File: config.mk
export PLATFORM = sky130hd
export DESIGN_NAME = can_accept_filter
export DESIGN_NICKNAME = d
export VERILOG_FILES = /design/src/rtl/can_filt_pkg.sv /design/src/rtl/can_center_match.sv /design/src/rtl/can_prio_pick.sv /design/src/rtl/can_tag_fifo.sv /design/src/rtl/can_accept_filter.sv
export SDC_FILE = /design/constraint.sdc
export NUM_CORES = 1
export LEC_CHECK = 0
export BUFFER_PORTS_ARGS = -buffer_cell sky130_fd_sc_hd__buf_2
export CORE_AREA = 4 4 336 338
export CTS_BUF_LIST = sky130_fd_sc_hd__clkbuf_8 sky130_fd_sc_hd__clkbuf_16
export DETAILED_ROUTE_END_ITERATION = 10
export DIE_AREA = 0 0 340 342
export GPL_TIMING_DRIVEN = 0
export PLACE_DENSITY_LB_ADDON = 0.12
export SETUP_SLACK_MARGIN = 0.4
export SLEW_MARGIN = 20
export SYNTH_ARGS = -nofsm -noshare
export SYNTH_HDL_FRONTEND = slang
export SYNTH_SLANG_ARGS = --single-unit
export TNS_END_PERCENT = 100
File: constraint.sdc
create_clock -name clk -period 3.6 [get_ports clk]
set_clock_uncertainty 0.15 [all_clocks]
set_input_delay 0.72 -clock clk [delete_from_list [all_inputs] [get_ports clk]]
set_output_delay 0.72 -clock clk [all_outputs]
set_load 0.05 [all_outputs]
File: src/rtl/can_filt_pkg.sv
package can_filt_pkg;
   timeunit 1ns;
   timeprecision 1ps;

   localparam int ID_W    = 29;
   localparam int STD_W   = 11;
   localparam int NDB     = 2;
   localparam int BYTE_W  = 8;
   localparam int NB_W    = 2;
   localparam int DLC_W   = 4;

   typedef struct packed {
      logic                        ext;
      logic [ID_W-1:0]             id;
      logic [DLC_W-1:0]            dlc;
      logic [NDB-1:0][BYTE_W-1:0]  data;
   } frame_t;
endpackage

File: src/rtl/can_center_match.sv
module can_center_match
   import can_filt_pkg::*;
(
   input  frame_t                     frm,
   input  logic                       en,
   input  logic                       ext,
   input  logic                       masked,
   input  logic [NB_W-1:0]            nbytes,
   input  logic [ID_W-1:0]            id,
   input  logic [NDB-1:0][BYTE_W-1:0] arb,
   input  logic [ID_W-1:0]            gm_id,
   input  logic [NDB-1:0][BYTE_W-1:0] gm_byte,
   output logic                       hit
);
   timeunit 1ns;
   timeprecision 1ps;

   localparam logic [ID_W-1:0] STD_SPAN = {{(ID_W-STD_W){1'b0}}, {STD_W{1'b1}}};

   logic [ID_W-1:0] span;
   logic [ID_W-1:0] id_care;
   logic            fmt_ok;
   logic            id_ok;
   logic [NDB-1:0]  byte_ok;

   always_comb begin
      span    = frm.ext ? {ID_W{1'b1}} : STD_SPAN;
      id_care = (masked ? gm_id : {ID_W{1'b1}}) & span;
      fmt_ok  = (frm.ext == ext);
      id_ok   = ((frm.id ^ id) & id_care) == '0;
   end

   for (genvar k = 0; k < NDB; k++) begin : g_byte
      logic [BYTE_W-1:0] care;
      logic              tested;
      logic              present;
      always_comb begin
         care       = masked ? gm_byte[k] : {BYTE_W{1'b1}};
         tested     = nbytes > NB_W'(k);
         present    = frm.dlc > DLC_W'(k);
         byte_ok[k] = !tested ||
                      (present && (((frm.data[k] ^ arb[k]) & care) == '0));
      end
   end

   assign hit = en && fmt_ok && id_ok && (&byte_ok);
endmodule

File: src/rtl/can_prio_pick.sv
module can_prio_pick #(
   parameter int N     = 15,
   localparam int IDX_W = $clog2(N + 1)
) (
   input  logic [N-1:0]     req,
   output logic [N-1:0]     gnt,
   output logic [IDX_W-1:0] idx,
   output logic             any
);
   timeunit 1ns;
   timeprecision 1ps;

   // lowest bit has the highest priority
   always_comb begin
      gnt = '0;
      idx = '0;
      any = 1'b0;
      for (int i = 0; i < N; i++) begin
         if (req[i] && !any) begin
            gnt[i] = 1'b1;
            idx    = IDX_W'(i + 1);
            any    = 1'b1;
         end
      end
   end


   always_comb begin
      one_grant_chk: assert ($onehot0(gnt) && ((gnt & ~req) == '0));
   end
endmodule

File: src/rtl/can_tag_fifo.sv
module can_tag_fifo #(
   parameter int W     = 8,
   parameter int DEPTH = 4,
   localparam int PTR_W = (DEPTH > 1) ? $clog2(DEPTH) : 1,
   localparam int CNT_W = $clog2(DEPTH + 1)
) (
   input  logic         clk,
   input  logic         rst_n,
   input  logic         push,
   input  logic [W-1:0] din,
   input  logic         pop,
   input  logic         ovr_clr,
   output logic [W-1:0] dout,
   output logic         empty,
   output logic         full,
   output logic         ovr
);
   timeunit 1ns;
   timeprecision 1ps;

   localparam logic [PTR_W-1:0] LAST = PTR_W'(DEPTH - 1);

   logic [W-1:0]     mem [DEPTH];
   logic [PTR_W-1:0] wr_ptr;
   logic [PTR_W-1:0] rd_ptr;
   logic [CNT_W-1:0] count;
   logic             do_push;
   logic             do_pop;

   assign empty   = (count == '0);
   assign full    = (count == CNT_W'(DEPTH));
   assign do_push = push && !full;
   assign do_pop  = pop && !empty;
   assign dout    = mem[rd_ptr];

   always_ff @(posedge clk) begin
      if (do_push) mem[wr_ptr] <= din;
   end

   always_ff @(posedge clk or negedge rst_n) begin
      if (!rst_n) begin
         wr_ptr <= '0;
         rd_ptr <= '0;
         count  <= '0;
         ovr    <= 1'b0;
      end else begin
         if (do_push) wr_ptr <= (wr_ptr == LAST) ? '0 : wr_ptr + 1'b1;
         if (do_pop)  rd_ptr <= (rd_ptr == LAST) ? '0 : rd_ptr + 1'b1;
         case ({do_push, do_pop})
            2'b10:   count <= count + 1'b1;
            2'b01:   count <= count - 1'b1;
            default: count <= count;
         endcase
         ovr <= (ovr && !ovr_clr) || (push && full);
      end
   end


   no_overflow_chk: assert property (@(posedge clk) disable iff (!rst_n)
      count <= CNT_W'(DEPTH));


   ovr_cause_chk: assert property (@(posedge clk) disable iff (!rst_n)
      $rose(ovr) |-> $past(push && full));


   full_hold_chk: assert property (@(posedge clk) disable iff (!rst_n)
      (full && push && !pop) |=> (full && $stable(dout)));


   empty_pop_chk: assert property (@(posedge clk) disable iff (!rst_n)
      (empty && pop && !push) |=> empty);
endmodule

File: src/rtl/can_accept_filter.sv
module can_accept_filter
   import can_filt_pkg::*;
#(
   parameter int NUM_CENTERS = 15,
   parameter int TAG_W       = 8,
   parameter int FIFO_DEPTH  = 4
) (
   input  logic                                  clk,
   input  logic                                  rst_n,
   input  logic                                  frm_valid,
   input  logic                                  frm_ext,
   input  logic [ID_W-1:0]                       frm_id,
   input  logic [DLC_W-1:0]                      frm_dlc,
   input  logic [NDB*BYTE_W-1:0]                 frm_data,
   input  logic [TAG_W-1:0]                      frm_tag,
   input  logic [NUM_CENTERS-1:0]                cfg_rx_en,
   input  logic [NUM_CENTERS-1:0]                cfg_ext,
   input  logic [NUM_CENTERS-1:0]                cfg_masked,
   input  logic [NUM_CENTERS*NB_W-1:0]           cfg_nbytes,
   input  logic [NUM_CENTERS*ID_W-1:0]           cfg_id,
   input  logic [NUM_CENTERS*NDB*BYTE_W-1:0]     cfg_arb,
   input  logic [ID_W-1:0]                       gmask_id,
   input  logic [NDB*BYTE_W-1:0]                 gmask_data,
   input  logic                                  fq_pop,
   input  logic                                  ovr_clr,
   output logic                                  hit_valid,
   output logic                                  hit_any,
   output logic [$clog2(NUM_CENTERS+1)-1:0]      hit_idx,
   output logic [TAG_W-1:0]                      fq_tag,
   output logic                                  fq_empty,
   output logic                                  fq_full,
   output logic                                  fq_ovr
);
   timeunit 1ns;
   timeprecision 1ps;

   localparam int IDX_W   = $clog2(NUM_CENTERS + 1);
   localparam int ARB_W   = NDB * BYTE_W;
   localparam int FIFO_CN = NUM_CENTERS - 1;

   if (NUM_CENTERS < 2) begin : g_bad_centers
      $error("can_accept_filter: NUM_CENTERS must be at least 2");
   end
   if (FIFO_DEPTH < 2) begin : g_bad_depth
      $error("can_accept_filter: FIFO_DEPTH must be at least 2");
   end
   if (TAG_W < 1) begin : g_bad_tag
      $error("can_accept_filter: TAG_W must be at least 1");
   end

   frame_t                   frm;
   logic [NDB-1:0][BYTE_W-1:0] gm_byte;
   logic [NUM_CENTERS-1:0]   match;
   logic [NUM_CENTERS-1:0]   gnt;
   logic [IDX_W-1:0]         pick_idx;
   logic                     pick_any;
   logic                     to_fifo;

   always_comb begin
      frm.ext  = frm_ext;
      frm.id   = frm_id;
      frm.dlc  = frm_dlc;
      frm.data = frm_data;
      gm_byte  = gmask_data;
   end

   for (genvar c = 0; c < NUM_CENTERS; c++) begin : g_center
      logic [NDB-1:0][BYTE_W-1:0] arb_c;
      assign arb_c = cfg_arb[c*ARB_W +: ARB_W];

      can_center_match i_match (
         .frm     (frm),
         .en      (cfg_rx_en[c]),
         .ext     (cfg_ext[c]),
         .masked  (cfg_masked[c]),
         .nbytes  (cfg_nbytes[c*NB_W +: NB_W]),
         .id      (cfg_id[c*ID_W +: ID_W]),
         .arb     (arb_c),
         .gm_id   (gmask_id),
         .gm_byte (gm_byte),
         .hit     (match[c])
      );
   end

   can_prio_pick #(.N(NUM_CENTERS)) i_pick (
      .req (match),
      .gnt (gnt),
      .idx (pick_idx),
      .any (pick_any)
   );

   assign to_fifo = frm_valid && gnt[FIFO_CN];

   always_ff @(posedge clk or negedge rst_n) begin
      if (!rst_n) begin
         hit_valid <= 1'b0;
         hit_any   <= 1'b0;
         hit_idx   <= '0;
      end else begin
         hit_valid <= frm_valid;
         hit_any   <= frm_valid && pick_any;
         hit_idx   <= frm_valid ? pick_idx : '0;
      end
   end

   can_tag_fifo #(.W(TAG_W), .DEPTH(FIFO_DEPTH)) i_fifo (
      .clk     (clk),
      .rst_n   (rst_n),
      .push    (to_fifo),
      .din     (frm_tag),
      .pop     (fq_pop),
      .ovr_clr (ovr_clr),
      .dout    (fq_tag),
      .empty   (fq_empty),
      .full    (fq_full),
      .ovr     (fq_ovr)
   );


   result_timing_chk: assert property (@(posedge clk) disable iff (!rst_n)
      frm_valid |=> hit_valid);


   result_only_after_frame_chk: assert property (@(posedge clk) disable iff (!rst_n)
      hit_valid |-> $past(frm_valid));


   idx_consistent_chk: assert property (@(posedge clk) disable iff (!rst_n)
      (hit_any == (hit_idx != '0)) && (!hit_any || hit_valid));


   disabled_center_chk: assert property (@(posedge clk) disable iff (!rst_n)
      (match & ~cfg_rx_en) == '0);
endmodule

Word-level counts from Yosys, hierarchy flattened --
Memory sizes are Yosys's and may differ from the RTL's. Cells that the tools add are included.
Cells by class: bitwise gates (word level) 105, equality and inequality tests 20, mux-type cells 83, magnitude comparators 32, add/sub/neg operators 4, reduce and logical (&&, ||, !) cells 235
Operators with widths (number):
- bitwise AND 29 bit | 30
- 2-to-1 mux 29 bit | 16
- zero test 29 bit | 15
- bitwise XOR 29 bit | 15
- bitwise AND 8 bit | 30
- zero test 8 bit | 30
- 2-to-1 mux 8 bit | 30
- bitwise XOR 8 bit | 30
- logical AND 1 bit | 95
- greater-than comparator 2 x 1 -> 1 bit, second input constant | 30
- zero test 1 bit | 47
- 2-to-1 mux 4 bit | 9
- logical OR 1 bit | 31
- AND reduction 2 bit | 15
- 2-to-1 mux 1 bit | 19
- equality test 1 bit | 15
- 2-to-1 mux 3 bit | 4
- greater-than comparator 4 x 1 -> 1 bit, second input constant | 2
- 2-to-1 mux 2 bit | 4
- equality test 2 bit, second input constant | 3
- case mux 3 bit (2 select lines) | 1
- adder 2 x 1 -> 2 bit, second input constant | 2
- adder 3 x 1 -> 3 bit, second input constant | 1
- equality test 3 bit, second input constant | 1
- other kinds (4) | 4
Word-level totals: flip-flop bits (word level) 14, memories kept 1, RAM bits 32, output and inout bits 17, input bits 858, word-level logic and storage cells 487
Memories:
- i_fifo.mem | depth 4, width 8, rd ports 1, clocked after Yosys merged registers in 0, wr ports 1, RTL line can_tag_fifo.sv:23 | logic [W-1:0] mem [DEPTH];

Longest topological paths before layout --
depth in word-level cells 54, mapped depth 18, gate-level depth less buffers 15

Modules after synthesis --
A second synthesis with hierarchy kept.
Second synthesis, totals: cells, all modules 1976, area total of the unflattened synthesis 14171.1 um^2
By module, submodules not included:
- can_center_match | sequential area each 0.0 um^2, area an instance 800.8 um^2, cells each 122, instances 15
- can_tag_fifo | sequential area each 1161.1 um^2, area an instance 1670.4 um^2, cells each 86, instances 1
- can_prio_pick | sequential area each 0.0 um^2, area an instance 301.5 um^2, cells each 48, instances 1
- can_accept_filter | sequential area each 150.1 um^2, area an instance 187.7 um^2, cells each 12, instances 1

Worst setup path before layout --
Ideal clock, no wire load.
path kind in2reg, start point input port frm_id[13], end point register i_fifo.count[2], stages on the path 16, path buffers 1, path slack -563 ps, data arrival time 3934 ps, library setup time 79 ps, data required time 3371 ps, cells stage by stage buf_2 > xnor2_1 > a21oi_1 > or4_1 > or4_1 > a2111oi_1 > a222oi_1 > nand4_2 > nor3_4 > inv_1 > ha_1 > inv_1 > fa_1 > xor2_1 > nor2_1 > xor2_1
On the way: longest elaborated chain between the ends 52, elaborated cells on any way between the ends 124, those cells by class 2 x eq/ne; 16 x mux; 30 x bitwise; 76 x reduce/logical
RTL lines:
- from (decl) | RTL line can_accept_filter.sv:12 | input logic [ID_W-1:0] frm_id,
- bitwise XOR 29 bit | RTL line can_center_match.sv:30 | id_ok = ((frm.id ^ id) & id_care) == '0;
- bitwise AND 29 bit | RTL line can_center_match.sv:30
- zero test 29 bit | RTL line can_center_match.sv:30
- logical AND 1 bit (2 in series) | RTL line can_center_match.sv:46 | assign hit = en && fmt_ok && id_ok && (&byte_ok);
- 2-to-1 mux 1 bit | RTL line can_prio_pick.sv:19 | if (req[i] && !any) begin
- zero test 1 bit | RTL line can_prio_pick.sv:19
- logical AND 1 bit | RTL line can_prio_pick.sv:19
- 2-to-1 mux 1 bit | RTL line can_prio_pick.sv:19
- [... 35 more ...]
- 2-to-1 mux 1 bit | RTL line can_prio_pick.sv:19
- zero test 1 bit | RTL line can_prio_pick.sv:19
- logical AND 1 bit (*) | RTL line can_prio_pick.sv:19
- 2-to-1 mux 1 bit (*) | RTL line can_prio_pick.sv:19
- logical AND 1 bit (*) | RTL line can_accept_filter.sv:92 | assign to_fifo = frm_valid && gnt[FIFO_CN];
- logical AND 1 bit (*) | RTL line can_tag_fifo.sv:32 | assign do_push = push && !full;
- equality test 2 x 1 -> 1 bit / equality test 2 bit (equally long branches) | RTL line can_tag_fifo.sv:49 | case ({do_push, do_pop})
- case mux 3 bit (2 select lines) / nonzero test 2 bit (equally long branches)
- to (signal assigned) | RTL line can_tag_fifo.sv:50 | 2'b10: count <= count + 1'b1;
- to (signal assigned) | RTL line can_tag_fifo.sv:51 | 2'b01: count <= count - 1'b1;
- to (signal assigned) | RTL line can_tag_fifo.sv:52 | default: count <= count;
- to (decl) | RTL line can_tag_fifo.sv:26 | logic [CNT_W-1:0] count;
Every way passes the cells marked *; elsewhere a longest branch is shown, timed or not. A chain may end at the register's enable or synchronous reset.

Final worst setup path --
start point input port frm_id[24], end point register i_fifo.count[2]
Same word-level chain as after synthesis.

==> reports/metrics.cfg <==
[setup_path]
critical_path_arrival_ns = 4.12
crit_chain = buf_8, buf_12, xnor2_2, o22ai_2, or4_4, o41a_1, a2111oi_4, nor4_4, nand4_4, nor3_4, inv_2, ha_4, inv_2, fa_2, xor2_1, nor2_1, xor2_1
rr_worst_depth = 9
cp_slowest_cell = or4_4
crit_start = frm_id[24]
crit_path_max_incr_delay_ns = 0.57
crit_type = primary input to register
start_kind = primary input
cp_top_family = compound AO/OA/AOI/OAI gates
reg2reg_slack_ns = 1.31
r2r_start = i_fifo.count[0]$_DFFE_PN0P_
crit_fanout = 6
crit_end = i_fifo.count[2]$_DFFE_PN0P_
critPathRequiredTime_ns = 3.67
critPathCaptureType = register
cp.depth = 17
r2r_end = i_fifo.count[2]$_DFFE_PN0P_
worst-path-buf-inv = 4

[layout]
area_growth_pct = 66.06
instances_no_fill = 4554
multi_input_area_um2 = 13530
n_fill_cell = 12640
final_common_cell = buf_2
drive_gt1_share_pct = 43.86
seq_area_um2 = 1311
fin_nets = 3885
final_util_pct = 22.44
layout_common_cells = 839 x buf_2, 515 x xor2_1, 431 x o21ai_0, 148 x xnor2_1, 138 x buf_4

[placement]
placed_cells = 4372
hpwl_um = 128300
port_buffers = 826
finalWeightedCongestion = 0.9096

[detailed_routing]
drc = 0
dr_total_vias = 20440
wirelength_um = 151300
routed_via_density = 4.487
drtIter0Drc = 1709
detail-route-antenna-nets = 0
drtPass1Iterations = 5
wl_per_cell_um = 33.22

[power_and_ir_drop]
power_density_nw_per_um2 = 193.3
max-vdd-ir-drop_mv = 0.1404
p_leak_nw = 10.50

[yosys]
netlist_top_cells_area = xor2_1 31%, o21ai_0 16%, xnor2_1 10%
ys_warn_count = 0
avgSynthCellArea_um2 = 7.233
synth_edf_count = 32
synth.distinct_cells = 70
ys_seq_area_share_pct = 8.817
synthArstFlopShare_pct = 30.43
synth_nets = 2921
synth_seq_cells = 46
synth_area_leader_cell = xor2_1
synth_area_um2 = 14870
synth_top_area_share_pct = 30.62
synth_cells = 2056
synth_flop_cell = edfxtp_1

[clocking]
htree_levels = 2
cts_tree = yes
ctsLongestPathBuffers = 2
clockRootBuffer = clkbuf_16
cts.sinks = 46
numCtsBuffers = 5
insertion_delay_ns = 0.29
path_clk_slew_ns = 0.07
ctsHoldBuffers = 0

[timing]
fin_ws_ns = -0.4526
max_freq_mhz = 246.8
hold_viol = 0
tightest_slew_ns = 0.8038
maxSlewViolCount = 0
slew_headroom_pct = 46.42
min_period_ns = 4.053
holdWs_ns = 0.1930
setup_viol = 38
finalCritPeriodShare_pct = 112.6
rsz0062_at_grt = true

[grt]
antenna_found_initial = 86
track_usage_pct = 24.31
grt_pass1_vias = 20270
grt_overflow = 0
grt_pass1_wl_um = 191100
grt_max_degree = 17

[floorplanning]
die_w_um = 340
io_pins = 875
start_util_pct = 13.51
dieArea_um2 = 116300
std_cell_rows = 122
die_y_um = 342
coreArea_um2 = 110100

[flow_run]
drv_cap = 0

[status]
violations = negative setup slack
outcome = finished with violations

[worst_hold_path]
hp-class = primary input to async pin

## cells in the mapped netlist (7+ instances only)
master,number
a21oi_1,67
a22oi_1,15
and4b_1,7
buf_2,89
clkbuf_1,95
dfrtp_1,14
edfxtp_1,32
inv_1,42
mux4_2,8
nand2_1,55
nand3_1,17
nand4_1,87
nand4b_1,8
nor2_1,14
nor2b_1,97
nor3_1,14
nor4_1,12
o21ai_0,479
o22ai_1,51
o32a_1,10
o41a_1,12
or3_1,17
or4_1,20
xnor2_1,170
xor2_1,520
## power breakdown
group	switching (mW)	leakage (nW)	total, mW	internal [mW]
sequential	0.0195	0.460	0.618	0.598
combinational	2.18	9.98	3.68	1.50
clock	0.216	0.0667	0.476	0.260
## cell families (layout without fill, tap and decap cells)
kind of cell / Yosys count / count (layout) / synth area share [%]
xor+xnor: 690 / 690 / 40.64
compound gates: 683 / 683 / 25.89
simple gates: 377 / 377 / 15.30
buf+inv: 243 / 1208 / 7.370
flops: 46 / 46 / 8.817
mux: 10 / 10 / 1.355
fa+ha+maj: 7 / 7 / 0.6394
other cells: 0 / 45 / 0
## state kept, by name (all words and copies together) (netlist names)
register / flops
i_fifo.count: 3
i_fifo.ovr: 1
hit_valid: 1
hit_any: 1
i_fifo.mem: 32
i_fifo.rd_ptr: 2
i_fifo.wr_ptr: 2
hit_idx: 4
## routing by layer
metal / vias to the layer above / part of all wire [%] / track usage [%]
met2: 1010 / 49 / 43.00
met3: 162 / 6.6 / 4.275
met5: - / 0.11 / 0
met1: 10020 / 42 / 31.19
met4: 26 / 1.9 / 4.231
li1: 9217 / - / -
## stage by stage
| step | TNS [ns] | setup WS [ns] | power [mW] | cell area [um^2] |
|---|---|---|---|---|
| 3_3_place_gp | -141.19 | -3.874 | 3.892 | 21070 |
| 5_1_grt | -7.161 | -0.5470 | 5.035 | 24630 |
| 2_1_floorplan | -0.5201 | -0.3198 | 2.367 | 15080 |
| 4_1_cts | -5.117 | -0.4328 | 4.674 | 23780 |
| 6_report | -5.723 | -0.4526 | 4.773 | 24700 |
| 3_5_place_dp | -96.38 | -2.821 | 3.881 | 21120 |
## worst min-delay path by stage
stage | start | end | slack (ns)
after CTS | rst_n | hit_valid$_DFF_PN0_ | 0.20
after global routing | rst_n | hit_valid$_DFF_PN0_ | 0.22
after global placement | i_fifo.count[2]$_DFFE_PN0P_ | i_fifo.count[2]$_DFFE_PN0P_ | 0.34
after detailed placement | i_fifo.count[2]$_DFFE_PN0P_ | i_fifo.count[2]$_DFFE_PN0P_ | 0.33
after floorplan | rst_n | hit_any$_DFF_PN0_ | 0.27
final | rst_n | i_fifo.rd_ptr[0]$_DFFE_PN0P_ | 0.19
## worst register-to-register path, cell delays in order, from the launching register on
cell      delay, ns
dfrtp_1        0.41
nor3_1         0.44
nand2b_1       0.29
inv_1          0.11
ha_4           0.18
inv_2          0.05
fa_2           0.18
xor2_1         0.14
nor2_1         0.07
xor2_1         0.16
## final cells by class
| type | instances | share of cell area, % |
|---|---|---|
| antenna | 45 | 0.4560 |
| buffer | 196 | 8.506 |
| clock buffer | 5 | 0.5066 |
| clock inverter | 3 | 0.09626 |
| inverter | 47 | 0.8866 |
| multi-input combinational | 1767 | 54.80 |
| sequential | 46 | 5.310 |
| tap | 1488 | 7.539 |
| timing repair buffer | 957 | 21.90 |
## repair_timing
item	CTS	global route
buffers inserted	99	27
cloned	0	3
endpoints found under the setup margin	43	43
pin swaps	71	46
gates resized for setup	443	198
Note: power is estimated with default switching activity, not from simulation.
